## config.mk

```make
export PLATFORM = sky130hd
export DESIGN_NAME = mprResponder
export DESIGN_NICKNAME = d
export VERILOG_FILES = /design/src/rtl/mprPkg.sv /design/src/rtl/mprDatapath.sv /design/src/rtl/mprCtrl.sv /design/src/rtl/mprResponder.sv
export SDC_FILE = /design/constraint.sdc
export NUM_CORES = 1
export LEC_CHECK = 0
export ABC_CLOCK_PERIOD_IN_PS = 3200
export BUFFER_PORTS_ARGS = -buffer_cell sky130_fd_sc_hd__buf_2
export CAP_MARGIN = 30
export CORE_AREA = 3 3 51 53
export CTS_CLUSTER_DIAMETER = 30
export DETAILED_ROUTE_END_ITERATION = 10
export DIE_AREA = 0 0 54 56
export GPL_TIMING_DRIVEN = 0
export PLACE_DENSITY = 0.86
export SLEW_MARGIN = 0
export SYNTH_ARGS = -nofsm -noshare
export SYNTH_HDL_FRONTEND = slang
export SYNTH_HIERARCHICAL = 1
export SYNTH_SLANG_ARGS = --single-unit
```

## constraint.sdc

```tcl
create_clock -name clk -period 3.2 [get_ports clk]
set_input_delay 0.16 -clock clk [delete_from_list [all_inputs] [get_ports clk]]
set_output_delay 0.16 -clock clk [all_outputs]
set_load 0.1 [all_outputs]
```

## src/rtl/mprPkg.sv

```systemverilog
package mprPkg;
  localparam int REG_W  = 8;
  localparam int LOC_W  = 2;
  localparam int ADDR_W = 3;
  localparam int BEAT_W = $clog2(REG_W);

  typedef enum logic [1:0] {
    ST_IDLE,
    ST_WAIT,
    ST_BURST
  } seqState_t;

  typedef struct packed {
    logic cfgWrite;   // accept MR3 write: capture enable and location
    logic burstLoad;  // accept read: capture start half, reset beat index
    logic beatStep;   // one beat is driven this cycle
  } ctrlStrobe_t;
endpackage

```

## src/rtl/mprDatapath.sv

```systemverilog
module mprDatapath
  import mprPkg::*;
#(
  parameter logic [REG_W-1:0] PATTERN = 8'hAA
) (
  input  logic              clk,
  input  logic              rstN,
  input  ctrlStrobe_t       strobe,
  input  logic [ADDR_W-1:0] cmdAddr,
  input  logic              beatValid,
  output logic              mprOn,
  output logic              dq
);
  localparam int NUM_LOC = 1 << LOC_W;

  logic [LOC_W-1:0]  locSel;
  logic              startHigh;
  logic [BEAT_W-1:0] beatIdx;
  logic [BEAT_W-1:0] orderPos;
  logic [REG_W-1:0]  locTable [NUM_LOC];

  // location 0 carries the calibration word, the rest read as zero
  for (genvar g = 0; g < NUM_LOC; g++) begin : gLoc
    if (g == 0) begin : gPat
      assign locTable[g] = PATTERN;
    end else begin : gZero
      assign locTable[g] = '0;
    end
  end

  always_ff @(posedge clk or negedge rstN) begin
    if (!rstN) begin
      mprOn     <= 1'b0;
      locSel    <= '0;
      startHigh <= 1'b0;
      beatIdx   <= '0;
    end else begin
      if (strobe.cfgWrite) begin
        mprOn  <= cmdAddr[2];
        locSel <= cmdAddr[1:0];
      end
      if (strobe.burstLoad) begin
        startHigh <= cmdAddr[2];
        beatIdx   <= '0;
      end else if (strobe.beatStep) begin
        beatIdx <= beatIdx + 1'b1;
      end
    end
  end

  // upper start flips the half; low column bits never enter the order
  assign orderPos = {startHigh ^ beatIdx[BEAT_W-1], beatIdx[BEAT_W-2:0]};
  assign dq       = beatValid & locTable[locSel][orderPos];
endmodule

```

## src/rtl/mprCtrl.sv

```systemverilog
module mprCtrl
  import mprPkg::*;
#(
  parameter int TMOD   = 12,
  parameter int TMRD   = 4,
  parameter int TMPRR  = 2,
  parameter int RD_LAT = 5
) (
  input  logic        clk,
  input  logic        rstN,
  input  logic        cmdValid,
  input  logic        cmdRead,
  input  logic        cmdBc4,
  input  logic        mprOn,
  output ctrlStrobe_t strobe,
  output logic        beatValid,
  output logic        errFlag
);
  localparam int T_RD  = (TMOD > TMRD) ? TMOD : TMRD;
  localparam int T_M1  = (T_RD > TMPRR) ? T_RD : TMPRR;
  localparam int T_MAX = (T_M1 > RD_LAT) ? T_M1 : RD_LAT;
  localparam int CW    = $clog2(T_MAX + 1);
  localparam logic [BEAT_W-1:0] LAST_BL8 = BEAT_W'(REG_W - 1);
  localparam logic [BEAT_W-1:0] LAST_BC4 = BEAT_W'(REG_W / 2 - 1);

  seqState_t         state;
  logic [CW-1:0]     latCnt;
  logic [CW-1:0]     rdGap;
  logic [CW-1:0]     mrsGap;
  logic [CW-1:0]     recov;
  logic [BEAT_W-1:0] beatsLeft;
  logic isMrs, isRd, mrsOk, rdOk, violation;

  always_comb begin
    isMrs     = cmdValid && !cmdRead;
    isRd      = cmdValid && cmdRead;
    mrsOk     = (state == ST_IDLE) && (mrsGap == '0) && (recov == '0);
    rdOk      = (state == ST_IDLE) && mprOn && (rdGap == '0);
    strobe.cfgWrite  = isMrs && mrsOk;
    strobe.burstLoad = isRd && rdOk;
    strobe.beatStep  = (state == ST_BURST);
    violation = (isMrs && !mrsOk) || (isRd && !rdOk);
  end

  assign beatValid = (state == ST_BURST);

  always_ff @(posedge clk or negedge rstN) begin
    if (!rstN) begin
      state     <= ST_IDLE;
      latCnt    <= '0;
      rdGap     <= '0;
      mrsGap    <= '0;
      recov     <= '0;
      beatsLeft <= '0;
      errFlag   <= 1'b0;
    end else begin
      errFlag <= errFlag | violation;
      if (rdGap  != '0) rdGap  <= rdGap  - 1'b1;
      if (mrsGap != '0) mrsGap <= mrsGap - 1'b1;
      if (recov  != '0) recov  <= recov  - 1'b1;
      if (strobe.cfgWrite) begin
        rdGap  <= CW'(T_RD - 1);
        mrsGap <= CW'(TMRD - 1);
      end
      case (state)
        ST_IDLE: begin
          if (strobe.burstLoad) begin
            state     <= ST_WAIT;
            latCnt    <= CW'(RD_LAT - 1);
            beatsLeft <= cmdBc4 ? LAST_BC4 : LAST_BL8;
          end
        end
        ST_WAIT: begin
          if (latCnt == '0) state <= ST_BURST;
          else latCnt <= latCnt - 1'b1;
        end
        ST_BURST: begin
          if (beatsLeft == '0) begin
            state <= ST_IDLE;
            recov <= CW'(TMPRR - 1);
          end else begin
            beatsLeft <= beatsLeft - 1'b1;
          end
        end
        default: state <= ST_IDLE;
      endcase
    end
  end
endmodule

```

## src/rtl/mprResponder.sv

```systemverilog
module mprResponder
  import mprPkg::*;
#(
  parameter logic [REG_W-1:0] PATTERN = 8'hAA,
  parameter int TMOD   = 12,
  parameter int TMRD   = 4,
  parameter int TMPRR  = 2,
  parameter int RD_LAT = 5
) (
  input  logic              clk,
  input  logic              rstN,
  input  logic              cmdValid,
  input  logic              cmdRead,
  input  logic              cmdBc4,
  input  logic [ADDR_W-1:0] cmdAddr,
  output logic              dq,
  output logic              dqValid,
  output logic              errFlag
);
  ctrlStrobe_t strobe;
  logic        mprOn;

  mprCtrl #(.TMOD(TMOD), .TMRD(TMRD), .TMPRR(TMPRR), .RD_LAT(RD_LAT)) i_ctrl (
    .clk(clk), .rstN(rstN), .cmdValid(cmdValid), .cmdRead(cmdRead),
    .cmdBc4(cmdBc4), .mprOn(mprOn), .strobe(strobe),
    .beatValid(dqValid), .errFlag(errFlag)
  );

  mprDatapath #(.PATTERN(PATTERN)) i_dp (
    .clk(clk), .rstN(rstN), .strobe(strobe), .cmdAddr(cmdAddr),
    .beatValid(dqValid), .mprOn(mprOn), .dq(dq)
  );
endmodule

```

==> results by stage <==
Outcome:
- The flow ran to the end, and the final reports show no timing, DRC or antenna violations.

STA:
- The count of final hold-check violations was 0.
- The relative max-transition margin is 0.631.
- The count of final setup violators is 0.
- On the final layout, the worst hold slack is around 0.015 ns.
- The part of the cycle the worst path needs is 0.685.
- The clock arrives with roughly 0.0069 ns of skew.
- At the pin with the least slew margin, the transition time is 0.554 ns.
- Setup repair after global routing left no endpoint under its margin.
- Static timing analysis puts the maximum clock frequency at 457 MHz.
- The total negative slack is 0 ns.
- The final number of max-transition violations is 0.
- The smallest clock period supported by the final layout is computed as approximately 2.2 ns.

Critical path:
- STA classifies the critical path startpoint as a flip-flop.
- STA classifies the critical path endpoint as a flip-flop.
- Across all register-to-register paths, the minimum setup slack is about 1.0 ns.
- The slowest cell on the critical path is sky130_fd_sc_hd__nor3b_1.
- The most common cell type on the critical path is sky130_fd_sc_hd__inv_1.
- The worst path required time is about 3.4 ns.
- The critical path class is flip-flop to flip-flop.
- Of all nets on the critical path, the largest fanout is 7.
- The highest cell delay on the worst timing path is between 0.4 and 0.5 ns.
- The data arrival time of the critical path is 2.41 ns.
- Traced cell by cell, the critical path runs through inv_1 > ha_1 > nor3b_1 > nand4_1 > inv_1 > mux2_2.

Synth:
- The portion of synthesized area spent on multiplexers is 0.0412.
- The adder-cell share of the synthesized area is 0.0575.
- The number of register bits inferred by synthesis is 26.
- The cell area after synthesis is between 0.001 and 0.0015 sq mm.
- The portion of synthesized cell area occupied by the leading cell type is 0.499.
- The warning count from the yosys run is 6.
- The post-synthesis compound-gate area fraction is 0.107.
- After synthesis, the largest family of logic cells by area is simple AND/OR/NAND/NOR gates.
- The net count after synthesis is between 100 and 150.
- The predominant post-synthesis flop cell is sky130_fd_sc_hd__dfrtp_1.
- The sequential-to-total area share from yosys stat is 0.499.
- For this run, asynchronously set or reset flops after synthesis account for 1.00.
- The dominant cell type by area after synthesis is sky130_fd_sc_hd__dfrtp_1.
- Of the total synthesized cell area, the portion taken by XOR and XNOR cells is 0.0537.
- The synthesized instance count is 126.
- Ranked by total cell area, the synthesized netlist is headed by sky130_fd_sc_hd__dfrtp_1, sky130_fd_sc_hd__ha_1, sky130_fd_sc_hd__xnor2_1.
- The number of distinct library cell variants in the gate-level netlist after synthesis is 36.
- The basic-gate share of the synthesized area counting and, or, nand and nor cells is 0.193.
- Yosys mapped a number of flops with a built-in enable equal to 0.
- The post-synthesis area per instance is 10.4 sq um.

Routing:
- The number of optimization iterations in the first detailed-route pass is 4.
- The number of design rule violations left after detail routing is 0.
- The routed length on met1 is around 980 um.
- The via count is 923.
- After detailed routing, the average wire length per cell comes to 13.5 um.
- In this run the remaining antenna-violating nets after routing total 0.
- The routed design uses ~1200 um of met2 wire.
- The overall routed net length is around 2300 um.
- The routed design uses 56 um of met3 wire.
- The average via count per standard cell is 5.46.
- Routed signal wires occupy layers up through met4.
- After the first detailed-routing iteration, the DRC count stood at 23.

Floorplanning:
- For this configuration, the core starts out at a cell density of 0.596.
- In this run the count of I/O pins placed on the die edge is 11.
- The initialized floorplan defines 17 standard-cell rows.
- The die is approximately 56 um tall.
- The area of the core region is roughly 0.0022 sq mm.
- From left edge to right edge, the die measures ~54 um.
- The total die area is 0.00302 sq mm.

Clock network:
- The clock transition time at the flip-flop clock pins of the worst setup and hold paths is between 0.1 and 0.15 ns.
- Buffers added to address setup during post-CTS repair amount to 0.
- The longest clock path from root to sink contains 2 buffers.
- The total of hold buffers inserted after clock tree synthesis is 1.
- The number of gates resized after CTS was 0.
- Counting the buffers created by CTS gives 3.
- TritonCTS built the clock tree.
- The clock drives 26 sinks.
- The H-tree depth is 1.
- The root buffer cell chosen for the clock tree is sky130_fd_sc_hd__clkbuf_4.
- The clock insertion delay at the later pin of the skew report is roughly 0.31 ns.

Global routing:
- The total overflow left after global routing is 0.
- For this run, the total global-route usage over all layers was measured as 0.180.
- The number of global-route vias before repair came to 975.
- The maximum number of pins on one net before global-route repair is 27.
- The wire length of the first global-routing pass is around 4000 um.
- The number of antenna violations at the first check in global routing is 0.

Worst hold path:
- The tightest min-delay check is of the input pin to flip-flop type.

Layout:
- The repair_antennas step left the layout with diodes totalling 0.
- In the final layout, the share of cells above drive strength 1 is 0.163.
- At the end of the flow, the number of nets in the layout was approximately 160.
- The area overhead of the layout relative to synthesis is 10.5%.

Pwr:
- IR analysis of the VDD net gives a maximum drop of 0.000599 V.
- The reported leakage power is 0.692 nW.
- Dividing total power by cell area gives a power density of between 900 and 1000 mW/mm^2.

Run:
- Across the run, the number of max-cap violations was 0.

Placed design:
- The number of buffers inserted by port buffering is 10.
- At the end of routability-driven placement, the weighted congestion stood at 0.716.
- The post-DP HPWL is around 1800 um.
final timing paths:
check	startpoint	depth (start not counted)	end
worst min register to register	i_ctrl/errFlag	1	i_ctrl/errFlag
worst max-delay path	i_ctrl/recov[0]	6	i_dp/locSel[1]
min in group asynchronous	rstN	2	i_ctrl/mrsGap[2]
worst min-delay path	cmdBc4	2	i_ctrl/beatsLeft[2]
max in group asynchronous	rstN	2	i_ctrl/state[1]
worst max register to register	i_ctrl/recov[0]	6	i_dp/locSel[1]
sequential cells by signal (all words and copies together), names as in the netlist:
name,cells
i_ctrl/beatsLeft,3
i_ctrl/errFlag,1
i_ctrl/latCnt,4
i_ctrl/mrsGap,4
i_ctrl/rdGap,4
i_ctrl/recov,4
i_ctrl/state,2
i_dp/beatIdx,1
i_dp/locSel,2
i_dp/mprOn,1
worst max-delay path, delay by kind of cell (launching register included):
| kind | cells | cell delay, ns |
|---|---|---|
| AND/OR/NAND/NOR | 2 | 0.82 |
| flip-flops | 1 | 0.40 |
| multiplexers | 1 | 0.35 |
| adder cells (fa/ha/maj) | 1 | 0.20 |
| buffers and inverters | 2 | 0.32 |
per-stage QoR:
stage	setup slack (ns)	area, sq um	power, mW	cells	util
floorplan	0.418	1310	1.07	126	-
global placement	1.14	1400	1.14	164	0.637
detailed placement	1.03	1400	1.20	164	0.637
CTS	1.02	1440	1.37	169	0.658
global route	0.873	1440	1.48	169	0.658
finish	1.01	1440	1.35	169	0.658
logic make-up (layout without fill, tap and decap cells):
family,Yosys count,after routing
AOI/OAI and AO/OA,21,21
xor gates and xnor gates,8,8
adders and majority gates,6,6
buffers and inverters,16,31
DFF,26,26
muxes,5,5
and+or+nand+nor,44,44
power breakdown:
| part | total [mW] | internal (mW) | switching, mW |
|---|---|---|---|
| Clock | 0.160 | 0.0695 | 0.0905 |
| Combinational | 0.589 | 0.275 | 0.314 |
| Sequential | 0.605 | 0.486 | 0.118 |
layer usage:
metal / GRT usage / vias up
met4: 0.0712 / 0
li1: - / 467
met1: 0.207 / 441
met2: 0.313 / 11
met3: 0.0375 / 4
met5: 0 / -
cell usage in the layout (no fill, tap or decap), types with 2 or more instances in the layout:
cell type	Yosys	routed
sky130_fd_sc_hd__or3_1	2	2
sky130_fd_sc_hd__nor3_1	5	4
sky130_fd_sc_hd__a311oi_1	2	2
sky130_fd_sc_hd__xnor2_1	7	7
sky130_fd_sc_hd__a21oi_1	3	3
sky130_fd_sc_hd__buf_2	0	10
sky130_fd_sc_hd__mux2_2	3	3
sky130_fd_sc_hd__nand2_1	10	10
sky130_fd_sc_hd__nand3_1	3	3
sky130_fd_sc_hd__o211ai_1	2	2
sky130_fd_sc_hd__dfrtp_1	26	26
sky130_fd_sc_hd__o21ai_0	6	6
sky130_fd_sc_hd__nor3b_1	2	2
sky130_fd_sc_hd__nor2_1	7	7
sky130_fd_sc_hd__and3_1	2	2
sky130_fd_sc_hd__clkbuf_4	0	3
sky130_fd_sc_hd__ha_1	6	6
sky130_fd_sc_hd__inv_1	15	15
sky130_fd_sc_hd__mux2i_1	2	2
sky130_fd_sc_hd__nor3b_2	2	2
sky130_fd_sc_hd__nand2b_1	4	4
cell usage after synthesis (all sizes together) (2+ instances only):
master and number:
nand3 3, ha 6, nor3 5, or3 2, nand2 10, inv 15, mux2 3, xnor2 7
nor3b 4, nor2 7, dfrtp 26, o211ai 2, mux2i 2, a311oi 2, o21ai 6, nand2b 4
or3b 2, a21oi 3, and3 2
cell type report:
type,instances,area (sq um)
plain buffers,1,7.51
clock buffers,4,36.3
fillers,174,749
inverters,15,56.3
multi-input cells,84,596
flip-flops and latches,26,651
well taps,28,35.0
repair buffers,11,60.1
Power figures use the tool's default switching activity.
